$ cat src/rtl/rxq_pkg.sv
// rxq_pkg: shared widths and the queue entry type for the receive
// character queue. Assumes 8-bit characters with three error flags.
package rxq_pkg;
    localparam int RXQ_CHAR_W          = 8;
    localparam int RXQ_FLAG_W          = 3;
    localparam int RXQ_DLY_W           = 8;
    localparam int RXQ_DLY_RECOMMENDED = 110;

    typedef struct packed {
        logic [RXQ_FLAG_W-1:0] flags;
        logic [RXQ_CHAR_W-1:0] ch;
    } rxq_entry_t;
endpackage

$ cat src/rtl/rxq_store.sv
// rxq_store: circular entry storage with read and write pointers.
// Assumes the caller only writes when there is room and only reads when
// the queue holds an entry. DEPTH must be at least 2.
module rxq_store
    import rxq_pkg::*;
#(
    parameter int DEPTH = 16
) (
    input  logic       clk,
    input  logic       rst_n,
    input  logic       wr_en,
    input  logic       rd_en,
    input  logic       flush,
    input  rxq_entry_t wr_data,
    output rxq_entry_t head
);
    localparam int              PTR_W = $clog2(DEPTH);
    localparam logic [PTR_W-1:0] LAST = PTR_W'(DEPTH - 1);

    rxq_entry_t       slot [DEPTH];
    logic [PTR_W-1:0] wr_ptr, rd_ptr;
    logic [PTR_W-1:0] wr_inc, rd_inc;

    // Pointer advance: natural wrap for power-of-two depths, compare otherwise.
    generate
        if ((DEPTH & (DEPTH - 1)) == 0) begin : g_pow2
            assign wr_inc = wr_ptr + 1'b1;
            assign rd_inc = rd_ptr + 1'b1;
        end else begin : g_wrap
            assign wr_inc = (wr_ptr == LAST) ? '0 : wr_ptr + 1'b1;
            assign rd_inc = (rd_ptr == LAST) ? '0 : rd_ptr + 1'b1;
        end
    endgenerate

    // Pointer registers, both returned to slot 0 on reset or flush.
    always_ff @(posedge clk) begin
        if (!rst_n || flush) begin
            wr_ptr <= '0;
            rd_ptr <= '0;
        end else begin
            if (wr_en) wr_ptr <= wr_inc;
            if (rd_en) rd_ptr <= rd_inc;
        end
    end

    // Entry write.
    always_ff @(posedge clk) begin
        if (wr_en) slot[wr_ptr] <= wr_data;
    end

    assign head = slot[rd_ptr];
endmodule

$ cat src/rtl/rxq_level.sv
// rxq_level: decides which commands take effect and keeps the occupancy
// count and the sticky overrun flag. clear overrides push and pull. A
// push into a full queue is accepted only when a pull frees a slot in
// the same cycle.
module rxq_level #(
    parameter int DEPTH = 16,
    parameter int CNT_W = $clog2(DEPTH + 1)
) (
    input  logic             clk,
    input  logic             rst_n,
    input  logic             push_req,
    input  logic             pull_req,
    input  logic             flush,
    input  logic             ovr_clr,
    output logic             do_push,
    output logic             do_pull,
    output logic [CNT_W-1:0] count,
    output logic [CNT_W-1:0] count_next,
    output logic             overrun
);
    localparam logic [CNT_W-1:0] FULL_CNT = CNT_W'(DEPTH);

    logic full, empty, ovr_evt;

    // Command qualification from the current occupancy.
    always_comb begin
        full    = (count == FULL_CNT);
        empty   = (count == '0);
        do_pull = pull_req && !flush && !empty;
        do_push = push_req && !flush && (!full || do_pull);
        ovr_evt = push_req && !flush && full && !do_pull;
    end

    // Next occupancy.
    always_comb begin
        count_next = count;
        if (flush)                   count_next = '0;
        else if (do_push && !do_pull) count_next = count + 1'b1;
        else if (do_pull && !do_push) count_next = count - 1'b1;
    end

    // Occupancy register.
    always_ff @(posedge clk) begin
        if (!rst_n) count <= '0;
        else        count <= count_next;
    end

    // Sticky overrun: a new event wins over a clear in the same cycle.
    always_ff @(posedge clk) begin
        if (!rst_n)       overrun <= 1'b0;
        else if (ovr_evt) overrun <= 1'b1;
        else if (ovr_clr) overrun <= 1'b0;
    end


    count_bound_chk: assert property (@(posedge clk) disable iff (!rst_n)
        count <= FULL_CNT);

    swap_keeps_count_chk: assert property (@(posedge clk) disable iff (!rst_n)
        (do_push && do_pull) |=> $stable(count));

    overrun_set_chk: assert property (@(posedge clk) disable iff (!rst_n)
        (push_req && !flush && count == FULL_CNT && !pull_req) |=> (overrun && $stable(count)));

    flush_empties_chk: assert property (@(posedge clk) disable iff (!rst_n)
        flush |=> (count == '0));
endmodule

$ cat src/rtl/rxq_ready_timer.sv
// rxq_ready_timer: counts bit ticks from the push into an empty queue
// and raises ready when the count reaches the programmed delay or the
// queue fills. Ready stays up until the queue empties. The tick counter
// saturates at its maximum.
module rxq_ready_timer #(
    parameter int DEPTH = 16,
    parameter int CNT_W = $clog2(DEPTH + 1),
    parameter int DLY_W = 8
) (
    input  logic             clk,
    input  logic             rst_n,
    input  logic             bit_tick,
    input  logic [DLY_W-1:0] delay,
    input  logic [CNT_W-1:0] count,
    input  logic [CNT_W-1:0] count_next,
    output logic             ready
);
    localparam logic [CNT_W-1:0] FULL_CNT = CNT_W'(DEPTH);

    logic [DLY_W-1:0] elapsed_q, elapsed_n;
    logic             ready_n;

    // Next tick count and next ready value.
    always_comb begin
        elapsed_n = elapsed_q;
        if (count_next == '0)                       elapsed_n = '0;
        else if (count == '0)                       elapsed_n = '0;
        else if (bit_tick && (elapsed_q != '1))     elapsed_n = elapsed_q + 1'b1;
        ready_n = (count_next != '0) &&
                  (ready || (count_next == FULL_CNT) || (elapsed_n >= delay));
    end

    // Timer and ready registers.
    always_ff @(posedge clk) begin
        if (!rst_n) begin
            elapsed_q <= '0;
            ready     <= 1'b0;
        end else begin
            elapsed_q <= elapsed_n;
            ready     <= ready_n;
        end
    end


    ready_needs_data_chk: assert property (@(posedge clk) disable iff (!rst_n)
        ready |-> (count != '0));

    full_forces_ready_chk: assert property (@(posedge clk) disable iff (!rst_n)
        (count == FULL_CNT) |-> ready);

    ready_sticky_chk: assert property (@(posedge clk) disable iff (!rst_n)
        (ready && count_next != '0) |=> ready);
endmodule

$ cat src/rtl/rx_char_queue.sv
// rx_char_queue: receive-side character queue with a delayed ready flag.
// Assumes push, pull, clear and tick are single-cycle strobes on clk.
// The host pulls an entry into the data holding register and then reads
// it; reading alone never consumes an entry.
module rx_char_queue
    import rxq_pkg::*;
#(
    parameter int DEPTH = 16,
    parameter int DLY_W = RXQ_DLY_W
) (
    input  logic                         clk,
    input  logic                         rst_n,
    input  logic                         push_i,
    input  logic [RXQ_CHAR_W-1:0]        push_char_i,
    input  logic [RXQ_FLAG_W-1:0]        push_flags_i,
    input  logic                         pull_i,
    input  logic                         clear_i,
    input  logic                         ovr_clr_i,
    input  logic                         bit_tick_i,
    input  logic [DLY_W-1:0]             delay_i,
    output logic                         ready_o,
    output logic [$clog2(DEPTH+1)-1:0]   count_o,
    output logic                         overrun_o,
    output logic [RXQ_CHAR_W-1:0]        data_char_o,
    output logic [RXQ_FLAG_W-1:0]        data_flags_o
);
    localparam int CNT_W = $clog2(DEPTH + 1);

    logic             do_push, do_pull;
    logic [CNT_W-1:0] count_next;
    rxq_entry_t       wr_entry, head, data_q;

    assign wr_entry = '{flags: push_flags_i, ch: push_char_i};

    rxq_level #(.DEPTH(DEPTH), .CNT_W(CNT_W)) level_i (
        .clk        (clk),
        .rst_n      (rst_n),
        .push_req   (push_i),
        .pull_req   (pull_i),
        .flush      (clear_i),
        .ovr_clr    (ovr_clr_i),
        .do_push    (do_push),
        .do_pull    (do_pull),
        .count      (count_o),
        .count_next (count_next),
        .overrun    (overrun_o)
    );

    rxq_store #(.DEPTH(DEPTH)) store_i (
        .clk     (clk),
        .rst_n   (rst_n),
        .wr_en   (do_push),
        .rd_en   (do_pull),
        .flush   (clear_i),
        .wr_data (wr_entry),
        .head    (head)
    );

    rxq_ready_timer #(.DEPTH(DEPTH), .CNT_W(CNT_W), .DLY_W(DLY_W)) timer_i (
        .clk        (clk),
        .rst_n      (rst_n),
        .bit_tick   (bit_tick_i),
        .delay      (delay_i),
        .count      (count_o),
        .count_next (count_next),
        .ready      (ready_o)
    );

    // Holding register: loaded with the oldest entry on an accepted pull.
    always_ff @(posedge clk) begin
        if (!rst_n)       data_q <= '0;
        else if (do_pull) data_q <= head;
    end

    assign data_char_o  = data_q.ch;
    assign data_flags_o = data_q.flags;


    data_hold_chk: assert property (@(posedge clk) disable iff (!rst_n)
        !pull_i |=> ($stable(data_char_o) && $stable(data_flags_o)));

    empty_pull_chk: assert property (@(posedge clk) disable iff (!rst_n)
        (pull_i && count_o == '0) |=> ($stable(data_char_o) && count_o == '0 || $past(push_i)));
endmodule

$ cat config.mk
export PLATFORM = sky130hd
export DESIGN_NAME = rx_char_queue
export DESIGN_NICKNAME = d
export VERILOG_FILES = /design/src/rtl/rxq_pkg.sv /design/src/rtl/rxq_store.sv /design/src/rtl/rxq_level.sv /design/src/rtl/rxq_ready_timer.sv /design/src/rtl/rx_char_queue.sv
export SDC_FILE = /design/constraint.sdc
export NUM_CORES = 1
export LEC_CHECK = 0
export ABC_AREA = 0
export BUFFER_PORTS_ARGS = -buffer_cell sky130_fd_sc_hd__buf_2
export CAP_MARGIN = 20
export CORE_MARGIN = 4
export CORE_UTILIZATION = 45
export CTS_CLUSTER_DIAMETER = 40
export DETAILED_ROUTE_END_ITERATION = 7
export GPL_ROUTABILITY_DRIVEN = 0
export MAX_ROUTING_LAYER = met4
export SYNTH_ARGS = -nofsm -noshare
export SYNTH_HDL_FRONTEND = slang
export SYNTH_HIERARCHICAL = 1
export SYNTH_SLANG_ARGS = --single-unit
$ cat constraint.sdc
create_clock -name clk -period 3.1 [get_ports clk]
set_input_delay 0 -clock clk [delete_from_list [all_inputs] [get_ports clk]]
set_output_delay 0 -clock clk [all_outputs]
set_load 0.01 [all_outputs]
==> results.py <==
metrics = {
    "worst_setup_path": {
        "r2r_setup_slack_ps": -120,
        "rr_startpoint": "level_i/count[1]",
        "worstPathCellList": "inv_4 -> ha_4 -> or4b_4 -> o32a_1 -> a31oi_1 -> nor3_1 -> or4_4 -> o22ai_4 -> or2_1 -> ha_1 -> nor2_1 -> a21oi_1 -> o31ai_1 -> a41oi_1",
        "cp_num_cells": 14,
        "cp_num_buf_inv": 1,
        "worst_ep_arrival_time_ps": 3590,
        "end_kind": "flip-flop",
        "regToRegEndpoint": "timer_i/ready",
        "slowest_stage": "or4_4",
        "path_class": "reg2reg",
        "cp-start-kind": "flip-flop",
        "crit_family": "simple AND/OR/NAND/NOR gates",
        "worstPathMaxFanout": 8,
        "crit_path_max_incr_delay_ps": 540,
        "r2r_cells": 14,
        "worstPathRequired_ps": 3470,
    },
    "floorplan": {
        "initial_core_util_pct": 45.9,
        "die_w_um": 149,
        "fp.dieArea_sq_mm": 0.0223,
        "placementRows": 51,
        "ios": 44,
        "fp.dieH_um": 149,
        "core-area_sq_mm": 0.0196,
    },
    "status": {
        "violations": "setup timing",
        "status": "finished, violations left",
    },
    "hold_path": {
        "min_path_cells": 5,
        "hold_class": "in2reg",
        "min_from": "delay_i[7]",
        "min_to": "timer_i/ready",
    },
    "power_and_ir_drop": {
        "peakVddDrop_mv": 0.472,
        "powerDensity_mw_per_mm2": 595,
        "p_leak_nw": 3.76,
    },
    "final_layout": {
        "layout_commonest_cell": "edfxtp_1",
        "drive_above_1_share_pct": 25.3,
        "n_fill_cell": 1529,
        "syn2layout_area_growth_pct": 20.0,
        "antenna-diode-count": 0,
        "final_cell_mix": "176 x edfxtp_1, 43 x buf_2, 37 x buf_4, 34 x dfxtp_1, 34 x nor2_1",
        "final_nets": 684,
        "final_core_util_pct": 55.1,
    },
    "logic_synthesis": {
        "syn-mean-instance-area_sq_um": 16.8,
        "async_flop_share_pct": 0,
        "syn_inst": 535,
        "synthesis.nets": 577,
        "yosysWarnings": 6,
        "synth_edf_count": 176,
        "syn-cell-area_sq_mm": 0.00899,
        "ys_types": 56,
        "seq_area_frac_synth_pct": 67.2,
        "synth_seq_cells": 214,
        "synth_ff_type": "edfxtp_1",
    },
    "clock_tree": {
        "cts_tree": "done",
        "numCtsBuffers": 29,
        "clock_path_buffers": 3,
        "h-tree-depth": 1,
        "path_clk_slew_ps": 50,
        "cts-root-buf": "clkbuf_16",
        "cts_sinks": 214,
        "worst_skew_pair.late_latency_ps": 520,
    },
    "run": {
        "drv_cap": 0,
    },
    "sta": {
        "fin_ws_ps": -121,
        "drv_slew": 0,
        "period_share_pct": 104,
        "setup_viol_count_final": 1,
        "min_period_ps": 3220,
        "finalSetupTns_ps": -121,
        "hold_viol": 0,
        "rsz0062_at_grt": "yes",
        "fmax_mhz": 310,
        "maxSlewHeadroom_pct": 40.7,
        "worstMarginPinSlew_ps": 889,
        "fin_skew_ps": 19.4,
    },
    "global_routing": {
        "grt_pass1_wl_mm": 28.2,
        "track_usage_pct": 16.8,
        "grt_overflow": 0,
        "grt_pass1_vias": 5093,
        "grt_max_degree": 45,
        "antenna_found_initial": 0,
    },
    "place": {
        "post-dp-hpwl_mm": 11.4,
        "portBuffers": 43,
    },
    "routing": {
        "wirelength_mm": 18.0,
        "firstDrtPassIters": 4,
        "drt_iter0_drc": 312,
        "drc": 0,
        "routedWlPerCell_um": 19.4,
        "viasPerCell": 5.37,
        "ant_nets": 0,
        "dr_total_vias": 4981,
    },
}
## how the worst max path moves through the flow
stage	slack [ps]	to	from
floorplan	-80	timer_i/ready	level_i/count[1]
global placement	-70	timer_i/ready	level_i/count[1]
detailed placement	-150	timer_i/ready	level_i/count[0]
CTS	-90	timer_i/ready	level_i/count[1]
global route	-260	timer_i/ready	level_i/count[1]
finish	-120	timer_i/ready	level_i/count[1]
## metal layers
metal	track usage (%)	part of all wire, %
met1	23.2	45
met2	26.8	48
met3	2.89	5.1
met4	3.20	1.7
met5	-	0
## final cells by class
class                   instances  area [sq um]  share of cell area (%)
clock buffers                  32           737                    6.83
clock inverters                20           159                    1.47
inverters                      17          66.3                   0.614
multi-input cells             281          2740                    25.4
flip-flops and latches        214          6050                    56.1
well taps                     265           332                    3.07
repair buffers                 99           703                    6.52
## timing repair
action | 4_1_cts | 5_1_grt
endpoints found under the setup margin | 1 | 1
hold endpoints to repair | 193 | 0
hold buffers | 17 | 0
pin swaps | 3 | 1
gates resized for setup | 3 | 2
setup buffers | 2 | 0
## synth_stat cells, drive strengths merged, types with 4 or more instances
cell	count	area share, %
nor3	5	0.33
clkbuf	11	0.47
nand3	6	0.33
nand4	6	0.42
o21ai	8	0.49
a21oi	6	0.33
and2	20	1.4
mux4	44	12
ha	16	2.2
a22oi	22	1.8
xor2	7	0.68
edfxtp	176	59
buf	12	1.4
nand2b	6	0.42
xnor2	4	0.39
inv	17	0.71
nor2b	18	1.3
mux2i	18	2.0
nand2	22	0.92
nor2	35	1.5
dfxtp	38	8.5
## registers in the layout, indices dropped and copies added (netlist names), named ones only
register / count
store_i/rd_ptr: 4
store_i/slot: 176
data_char_o: 8
store_i/wr_ptr: 4
timer_i/ready: 1
level_i/count: 5
timer_i/elapsed_q: 8
level_i/overrun: 1
data_flags_o: 3
## tightest hold or removal path, cell delays in order
cell and delay [ps]:
buf_2 80, inv_1 30, ha_1 180, nor2_1 80
a41oi_1 110
## stage by stage
step,total power [W],area [sq um],hold WS (ps),worst slack (ps),instances
final,0.00643,10800,23.8,-121,928
after global routing,0.00666,10800,41.6,-256,928
after CTS,0.00650,10800,12.5,-86.8,928
after detailed placement,0.00347,9690,333,-148,857
after global placement,0.00346,9690,309,-66.6,857
after floorplan,0.00336,9010,98.9,-77.1,535
## power by group
part           internal [W]  leakage [nW]  switching, W  total [W]
logic              0.000139          1.43      0.000163   0.000301
registers           0.00313          1.89    0.00000939    0.00314
clock network       0.00181         0.432       0.00118    0.00299
total               0.00508          3.76       0.00135    0.00643
## logic make-up after synthesis
group                    count (synthesis)  share of synthesized area (%)
AO/OA/AOI/OAI                           58                           4.90
XOR/XNOR                                11                           1.07
adder cells (fa/ha/maj)                 16                           2.23
buffers and inverters                   40                           2.60
flip-flops                             214                           67.2
multiplexers                            63                           14.1
AND/OR/NAND/NOR                        133                           7.90
Note: power is estimated with default switching activity, not from simulation.
